### src/rtl/seqPkg.sv
package seqPkg;

  localparam int unsigned STATE_W = 4;
  localparam int unsigned CLASS_W = 3;
  localparam int unsigned SEL_W   = 2;

  typedef enum logic [STATE_W-1:0] {
    S_FETCH  = 4'd0,
    S_DECODE = 4'd1,
    S_EXEC   = 4'd2,
    S_WBALU  = 4'd3,
    S_IMM    = 4'd4,
    S_MEMWR  = 4'd5,
    S_MEMRD  = 4'd6,
    S_WBMEM  = 4'd7,
    S_ADDR   = 4'd8,
    S_INTGO  = 4'd9,
    S_CMP    = 4'd10,
    S_BRJMP  = 4'd11,
    S_JREG   = 4'd12,
    S_LINK   = 4'd13,
    S_BRSKIP = 4'd14,
    S_ENDCHK = 4'd15
  } seqState_t;

  typedef enum logic [CLASS_W-1:0] {
    C_ALU    = 3'd0,
    C_LOAD   = 3'd1,
    C_STORE  = 3'd2,
    C_JMP    = 3'd3,
    C_JLINK  = 3'd4,
    C_BRANCH = 3'd5,
    C_RETI   = 3'd6,
    C_RSVD   = 3'd7
  } instrClass_t;

  typedef enum logic [SEL_W-1:0] {
    ALU_ADD  = 2'd0,
    ALU_SUB  = 2'd1,
    ALU_FUNC = 2'd2
  } aluOp_t;

  localparam logic [SEL_W-1:0] SRCA_REG = 2'd0;
  localparam logic [SEL_W-1:0] SRCA_PC  = 2'd2;
  localparam logic [SEL_W-1:0] SRCB_REG = 2'd0;
  localparam logic [SEL_W-1:0] SRCB_IMM = 2'd1;
  localparam logic [SEL_W-1:0] SRCB_ONE = 2'd2;
  localparam logic [SEL_W-1:0] SRCB_ZERO = 2'd3;
  localparam logic [SEL_W-1:0] PCS_ALU  = 2'd0;
  localparam logic [SEL_W-1:0] PCS_BR   = 2'd1;
  localparam logic [SEL_W-1:0] PCS_IRA  = 2'd2;
  localparam logic [SEL_W-1:0] PCS_VEC  = 2'd3;
  localparam logic [SEL_W-1:0] WB_ALU   = 2'd0;
  localparam logic [SEL_W-1:0] WB_MEM   = 2'd1;
  localparam logic [SEL_W-1:0] WB_PC    = 2'd2;

  typedef struct packed {
    logic             addrSel;
    logic             memRead;
    logic             memWrite;
    aluOp_t           aluOp;
    logic [SEL_W-1:0] aluSrcA;
    logic [SEL_W-1:0] aluSrcB;
    logic [SEL_W-1:0] pcSrc;
    logic             pcWrite;
    logic             regWrite;
    logic [SEL_W-1:0] wbSrc;
    logic             iraWrite;
    logic             intEnClear;
    logic             intEnSet;
  } strobes_t;

endpackage

### src/rtl/seqNext.sv
module seqNext
  import seqPkg::*;
(
  input  logic               clk,
  input  logic               rstN,
  input  logic [CLASS_W-1:0] instrClass,
  input  logic               extBit,
  input  logic               condTrue,
  input  logic               intEnable,
  input  logic               intReq,
  output seqState_t          curState
);

  seqState_t   nextState;
  instrClass_t cls;

  assign cls = instrClass_t'(instrClass);

  always_comb begin
    nextState = S_FETCH;
    unique case (curState)
      S_FETCH:  nextState = S_DECODE;
      S_DECODE: begin
        case (cls)
          C_ALU:            nextState = extBit ? S_IMM : S_EXEC;
          C_LOAD, C_STORE:  nextState = extBit ? S_IMM : S_ADDR;
          C_JMP:            nextState = extBit ? S_IMM : S_JREG;
          C_JLINK:          nextState = extBit ? S_IMM : S_LINK;
          C_BRANCH:         nextState = S_CMP;
          C_RETI:           nextState = S_JREG;
          default:          nextState = S_ENDCHK;
        endcase
      end
      S_IMM: begin
        case (cls)
          C_ALU:           nextState = S_EXEC;
          C_LOAD, C_STORE: nextState = S_ADDR;
          C_JMP:           nextState = S_JREG;
          C_JLINK:         nextState = S_LINK;
          default:         nextState = S_ENDCHK;
        endcase
      end
      S_EXEC:   nextState = S_WBALU;
      S_WBALU:  nextState = S_ENDCHK;
      S_ADDR:   nextState = (cls == C_STORE) ? S_MEMWR : S_MEMRD;
      S_MEMWR:  nextState = S_ENDCHK;
      S_MEMRD:  nextState = S_WBMEM;
      S_WBMEM:  nextState = S_ENDCHK;
      S_LINK:   nextState = S_JREG;
      S_JREG:   nextState = S_ENDCHK;
      S_CMP:    nextState = condTrue ? S_BRJMP : S_BRSKIP;
      S_BRJMP:  nextState = S_ENDCHK;
      S_BRSKIP: nextState = S_ENDCHK;
      S_ENDCHK: nextState = (intEnable && intReq) ? S_INTGO : S_FETCH;
      S_INTGO:  nextState = S_FETCH;
      default:  nextState = S_FETCH;
    endcase
  end

  always_ff @(posedge clk or negedge rstN) begin
    if (!rstN) curState <= S_FETCH;
    else       curState <= nextState;
  end

endmodule

### src/rtl/seqDecode.sv
module seqDecode
  import seqPkg::*;
(
  input  seqState_t          curState,
  input  logic [CLASS_W-1:0] instrClass,
  input  logic               extBit,
  output strobes_t           strb
);

  logic [SEL_W-1:0] secondSrc;

  assign secondSrc = extBit ? SRCB_IMM : SRCB_ZERO;

  always_comb begin
    strb = '0;
    unique case (curState)
      S_FETCH, S_IMM: begin
        strb.memRead = 1'b1;
        strb.aluOp   = ALU_ADD;
        strb.aluSrcA = SRCA_PC;
        strb.aluSrcB = SRCB_ONE;
        strb.pcSrc   = PCS_ALU;
        strb.pcWrite = 1'b1;
      end
      S_EXEC: begin
        strb.aluOp   = ALU_FUNC;
        strb.aluSrcA = SRCA_REG;
        strb.aluSrcB = extBit ? SRCB_IMM : SRCB_REG;
      end
      S_WBALU: begin
        strb.regWrite = 1'b1;
        strb.wbSrc    = WB_ALU;
      end
      S_ADDR: begin
        strb.aluOp   = ALU_ADD;
        strb.aluSrcA = SRCA_REG;
        strb.aluSrcB = secondSrc;
      end
      S_MEMWR: begin
        strb.addrSel  = 1'b1;
        strb.memWrite = 1'b1;
      end
      S_MEMRD: begin
        strb.addrSel = 1'b1;
        strb.memRead = 1'b1;
      end
      S_WBMEM: begin
        strb.regWrite = 1'b1;
        strb.wbSrc    = WB_MEM;
      end
      S_LINK: begin
        strb.regWrite = 1'b1;
        strb.wbSrc    = WB_PC;
      end
      S_JREG: begin
        strb.pcWrite = 1'b1;
        if (instrClass_t'(instrClass) == C_RETI) begin
          strb.pcSrc    = PCS_IRA;
          strb.intEnSet = 1'b1;
        end else begin
          strb.aluOp   = ALU_ADD;
          strb.aluSrcA = SRCA_REG;
          strb.aluSrcB = secondSrc;
          strb.pcSrc   = PCS_ALU;
        end
      end
      S_CMP: begin
        strb.aluOp   = ALU_SUB;
        strb.aluSrcA = SRCA_REG;
        strb.aluSrcB = SRCB_REG;
      end
      S_BRJMP: begin
        strb.pcSrc   = PCS_BR;
        strb.pcWrite = 1'b1;
      end
      S_INTGO: begin
        strb.iraWrite   = 1'b1;
        strb.intEnClear = 1'b1;
        strb.pcSrc      = PCS_VEC;
        strb.pcWrite    = 1'b1;
      end
      default: strb = '0;
    endcase
  end

endmodule

### src/rtl/seqCtrl.sv
module seqCtrl
  import seqPkg::*;
(
  input  logic               clk,
  input  logic               rstN,
  input  logic [CLASS_W-1:0] instrClass,
  input  logic               extBit,
  input  logic               condTrue,
  input  logic               intEnable,
  input  logic               intReq,
  output logic               addrSel,
  output logic               memRead,
  output logic               memWrite,
  output logic [SEL_W-1:0]   aluOp,
  output logic [SEL_W-1:0]   aluSrcA,
  output logic [SEL_W-1:0]   aluSrcB,
  output logic [SEL_W-1:0]   pcSrc,
  output logic               pcWrite,
  output logic               regWrite,
  output logic [SEL_W-1:0]   wbSrc,
  output logic               iraWrite,
  output logic               intEnClear,
  output logic               intEnSet
);

  seqState_t curState;
  strobes_t  rawStrb;
  strobes_t  outStrb;

  seqNext uNext (
    .clk(clk), .rstN(rstN), .instrClass(instrClass), .extBit(extBit),
    .condTrue(condTrue), .intEnable(intEnable), .intReq(intReq),
    .curState(curState)
  );

  seqDecode uDecode (
    .curState(curState), .instrClass(instrClass), .extBit(extBit),
    .strb(rawStrb)
  );

  // Hold every strobe low while reset is asserted.
  assign outStrb = rstN ? rawStrb : '0;

  assign addrSel    = outStrb.addrSel;
  assign memRead    = outStrb.memRead;
  assign memWrite   = outStrb.memWrite;
  assign aluOp      = outStrb.aluOp;
  assign aluSrcA    = outStrb.aluSrcA;
  assign aluSrcB    = outStrb.aluSrcB;
  assign pcSrc      = outStrb.pcSrc;
  assign pcWrite    = outStrb.pcWrite;
  assign regWrite   = outStrb.regWrite;
  assign wbSrc      = outStrb.wbSrc;
  assign iraWrite   = outStrb.iraWrite;
  assign intEnClear = outStrb.intEnClear;
  assign intEnSet   = outStrb.intEnSet;

endmodule

### config.mk
export PLATFORM = sky130hd
export DESIGN_NAME = seqCtrl
export DESIGN_NICKNAME = d
export VERILOG_FILES = /design/src/rtl/seqPkg.sv /design/src/rtl/seqNext.sv /design/src/rtl/seqDecode.sv /design/src/rtl/seqCtrl.sv
export SDC_FILE = /design/constraint.sdc
export NUM_CORES = 1
export LEC_CHECK = 0
export ABC_CLOCK_PERIOD_IN_PS = 1450
export BUFFER_PORTS_ARGS = -buffer_cell sky130_fd_sc_hd__buf_2
export CAP_MARGIN = 10
export CORE_AREA = 10 10 49 51
export DETAILED_ROUTE_END_ITERATION = 8
export DIE_AREA = 0 0 59 61
export GPL_TIMING_DRIVEN = 0
export MAX_ROUTING_LAYER = met4
export PLACE_DENSITY = 0.75
export SLEW_MARGIN = 20
export SYNTH_ARGS = -nofsm -noshare
export SYNTH_HDL_FRONTEND = slang
export SYNTH_SLANG_ARGS = --single-unit
### constraint.sdc
create_clock -name clk -period 1.45 [get_ports clk]
set_clock_uncertainty 0.05 [all_clocks]
set_input_delay 0.145 -clock clk [delete_from_list [all_inputs] [get_ports clk]]
set_output_delay 0.145 -clock clk [all_outputs]
set_load 0.02 [all_outputs]
==> metrics.txt, run 1 <==
status=did not finish; last step reached=global routing; Run Error=[ERROR DPL-0033] detailed placement checks failed during check placement.; Worst-path end type=register data pin; initial antenna violation count=0; post-synth cell types=33; gp weighted congestion=between 0.9 and 1; Rows=14; syn avg cell area=approximately 6.8 um^2; Seq/Total Area, Yosys=15.1%; hpwl dp=1620 um; TritonCTS Buffers=3; DIE WIDTH=around 60 um; die height=61 um; pin count of the biggest net entering global routing=11; worst_ep grt=uNext.curState[3]$_DFF_PN0_/D; IO Count=27; Synth warnings=0; Buffers on Ports=23; syn nets=107; CTS HTree Levels=1; placed cells=137; CTS max path bufs=2; Syn Inst Count=a little under 100; synthesized flop and latch total=4; CTS Sinks=4; Starting Density=45.1%; clk root buf=clkbuf_4; Mapped Area=663 um^2
cells in the mapped netlist:
cell       count  area [um^2]
o21ai_0        1         5.00
o221ai_1       2         17.5
nand3b_1       2         15.0
o21ai_1        2         10.0
o31ai_1        1         7.51
o32a_1         1         10.0
nor3_1         9         45.0
buf_4          4         30.0
mux2i_1        3         30.0
conb_1         1         3.75
a221oi_1       2         17.5
or4b_1         1         10.0
inv_1          1         3.75
nor3b_1        2         15.0
nand2b_1       5         31.3
nand4_1        2         12.5
dfrtp_1        4          100
nand3_1        3         15.0
nand2_1        4         15.0
buf_2          8         40.0
a31o_1         1         8.76
xnor2_1        1         8.76
o31a_1         1         8.76
a31o_2         1         8.76
o21a_1         2         15.0
a21boi_0       1         7.51
a21oi_1        9         45.0
o22ai_1        3         18.8
or4b_4         1         13.8
nor2b_1        3         18.8
a2bb2oi_1      1         8.76
a221o_1        1         10.0
nor2_1        15         56.3
kinds of logic after synthesis:
family                 share of synthesized area, %
other                                         0.565
AND/OR/NAND/NOR                                37.4
AO/OA/AOI/OAI                                  30.0
XOR/XNOR                                       1.32
buffers and inverters                          11.1
multiplexers                                   4.53
flip-flops                                     15.1
repair_timing:
action | in CTS
setup buffers | 21
pin swaps | 15
resized for setup | 61
setup endpoints to repair | 18
endpoints found under the hold margin | 4
hold buffers | 1
metrics by stage:
step	setup TNS, ns	setup WS, ns	cell area, um^2
after CTS	-1.33	-0.141	1240
after detailed placement	-0.516	-0.149	822
after global placement	-0.309	-0.128	822
after floorplan	-0.238	-0.125	687
==> run 2, diff against run 1 <==
CORE_AREA = 10 10 71 73   (was 10 10 49 51)
DIE_AREA = 0 0 81 83   (was 0 0 59 61)
MAX_ROUTING_LAYER = unset   (was met4)
PLACE_DENSITY = unset   (was 0.75)
PLACE_DENSITY_LB_ADDON = 0.15   (was unset)
==> run 2 against run 1 <==
Compared with the run above: the flow now finishes, with violations (negative setup slack); synthesized cell count unchanged; synthesized area did not move.
==> metrics.txt, run 2 <==
TritonCTS Buffers=3; total congestion overflow=0; DP Area=around 860 um^2; Clk pwr share=8.3%; biggest regs=uNext.curState: 4 flops; GRT Total Usage=8.23%; WP depth=6; crit share post-route=114%; layout cells sized above 1=58.6%; vias in the first global route=~950; max-cap violations=0; hold_ws=0.201 ns; CP startpoint kind=flip-flop; dpl ws=-0.223 ns; DR WL/cell=15.3 um; Final ANT Viol Nets=0; Synth-to-Final Area Change=101%; sequential power share=8.0%; CTS max path bufs=2; Final setup violation count=17; final non-filler cell total=about 190; P_leak=0.582 nW; status=finished with violations; fin crit period=1.66 ns; Worst Reg2Reg Path Length in Cells=5; gp weighted congestion=0.842; vias per cell=4.85; worst hold start=intReq; CP top delay family=flip-flops; Max Fclk=604 MHz; first-pass GRT wire length=4530 um; Clock Pin Slew Worst Setup and Hold Paths=0.03 ns; most frequent cell after synthesis=nor2_1; Syn Inst Count=98; Worst setup EP type=primary output; setup TNS=-1.20 ns; Worst Path Class, Setup=flip-flop to primary output; IO Count=27; Ant. Diodes=0; CP Buf/Inv Count=2; Starting Density=approximately 18%; die height=83 um; Clk Latency, worst-skew pair=0.21 ns; sw frac=44.6%; Area contributors post-synth=dfrtp_1 15%, nor2_1 8.5%, a21oi_1 6.8%; ys flop type=dfrtp_1; area share of the largest cell type after synthesis=15.1%; hpwl dp=1880 um; syn nets=107; Worst path max stage delay=0.39 ns; pin count of the biggest net entering global routing=11; setup ws final=-0.207 ns; Pwr Density=2070 nW/um^2; most common cell after layout, fill and taps aside=buf_4; full die area=6720 um^2; Final Cell Area=1330 um^2; Seq/Total Area, Yosys=15.1%; CP Launch Point=uNext.curState[1]; pins over their slew limit=0; syn avg cell area=6.77 um^2; Hold Violations, Final=0; Synth top cells by count=15 x nor2_1, 9 x a21oi_1, 9 x nor3_1; drt drc=0; Critical-path top delay cell=dfrtp_1; RSZ-0062 raised after global routing=yes; post-synth cell types=33; critical path fanouts, max=7; DIE WIDTH=81 um; floorplan core area=3630 um^2; Mapped Area=about 660 um^2; Hold Path Class=primary input to flip-flop; Switch Pwr=~1.2 mW; Rows=22; WP data arrival=1.46 ns; Buffers on Ports=23; Synth warnings=0; nets=roughly 160; failing checks=negative setup slack; Critical Path, Cell by Cell=buf_6 -> nor2b_4 -> a21oi_2 -> a2bb2oi_2 -> nor2_1 -> buf_4; async set or reset register ratio after synthesis=100%; max reg flops=4; CTS HTree Levels=1; Pint=1.52 mW; most frequent cells in the layout=30 x buf_4, 14 x buf_6, 11 x nor2_1; drt total wl=2960 um; initial antenna violation count=0; via count=around 940; Top reg by flops=uNext.curState; initial drt markers=81; Reg-to-Reg Start=uNext.curState[0]; Post-synth EDFFs=0; Worst Setup EP=aluSrcB[0]; combinational power share=a little over four fifths; leading area contributor after synthesis=dfrtp_1; clk root buf=clkbuf_8; drt first pass iters=4; worst r2r dst=uNext.curState[3]; Critical Path RT=1.25 ns; flop-to-flop setup slack=-0.10 ns; Worst VDD drop=0.000421 V; CTS Sinks=4; CTS tree=yes; synthesized flop and latch total=4; placed cells=169
==> run 2: how the worst min path moves through the flow <==
stage / to / slack [ns] / depth (start not counted)
floorplan: uNext.curState[0] / -0.20 / 0
global placement: uNext.curState[3] / -0.04 / 1
detailed placement: uNext.curState[0] / -0.04 / 1
CTS: uNext.curState[3] / 0.19 / 3
global route: uNext.curState[3] / 0.19 / 3
finish: uNext.curState[3] / 0.20 / 3
==> run 2: power by group through the flow <==
| stage | combinational (mW) | clock [mW] | sequential, mW |
|---|---|---|---|
| 2_1_floorplan | 0.983 | 0 | 0.210 |
| 5_1_grt | 2.45 | 0.251 | 0.228 |
| 6_report | 2.30 | 0.229 | 0.219 |
| 3_5_place_dp | 1.27 | 0 | 0.231 |
| 4_1_cts | 2.00 | 0.237 | 0.215 |
| 3_3_place_gp | 1.28 | 0 | 0.236 |
==> run 2: cell type report <==
type / instances / area [um^2]
multi-input combinational: 81 / 642
tap: 48 / 60.1
buffer: 12 / 123
clock buffer: 3 / 41.3
fill: 384 / 2300
inverter: 1 / 3.75
timing repair buffer: 44 / 360
sequential: 4 / 100
==> run 2: kinds of logic after synthesis <==
family | after synthesis | synth area share, %
xor+xnor | 1 | 1.32
other cells | 1 | 0.565
simple gates | 47 | 37.4
mux | 3 | 4.53
compound gates | 29 | 30.0
flops | 4 | 15.1
buf+inv | 13 | 11.1
==> run 2: layer usage <==
metal	up-vias	share of wire, %	track usage [%]
met2	42	48	13.2
met1	438	42	9.94
met3	4	9.2	3.23
met4	0	1.4	1.88
met5	-	0	0
li1	452	-	-
==> run 2: stage by stage <==
step,power (mW),util [%]
2_1_floorplan,1.19,-
3_3_place_gp,1.52,23.7
3_5_place_dp,1.50,23.7
4_1_cts,2.45,33.2
5_1_grt,2.93,36.6
6_report,2.75,36.6
==> run 2: worst register-to-register path, stage by stage, from the launching register on <==
cell and delay (ns):
dfrtp_1 0.39, buf_4 0.18, or4b_1 0.53, a21oi_1 0.15, o22ai_1 0.09, o21ai_1 0.08
==> run 2: repair_timing <==
action / CTS / global route
setup endpoints to repair: 18 / 21
buffers inserted: 16 / 4
hold buffers: 1 / 0
pin swaps: 9 / 6
resized for setup: 49 / 20
endpoints found under the hold margin: 4 / 0
No activity file was read; power rests on OpenSTA's default activity.
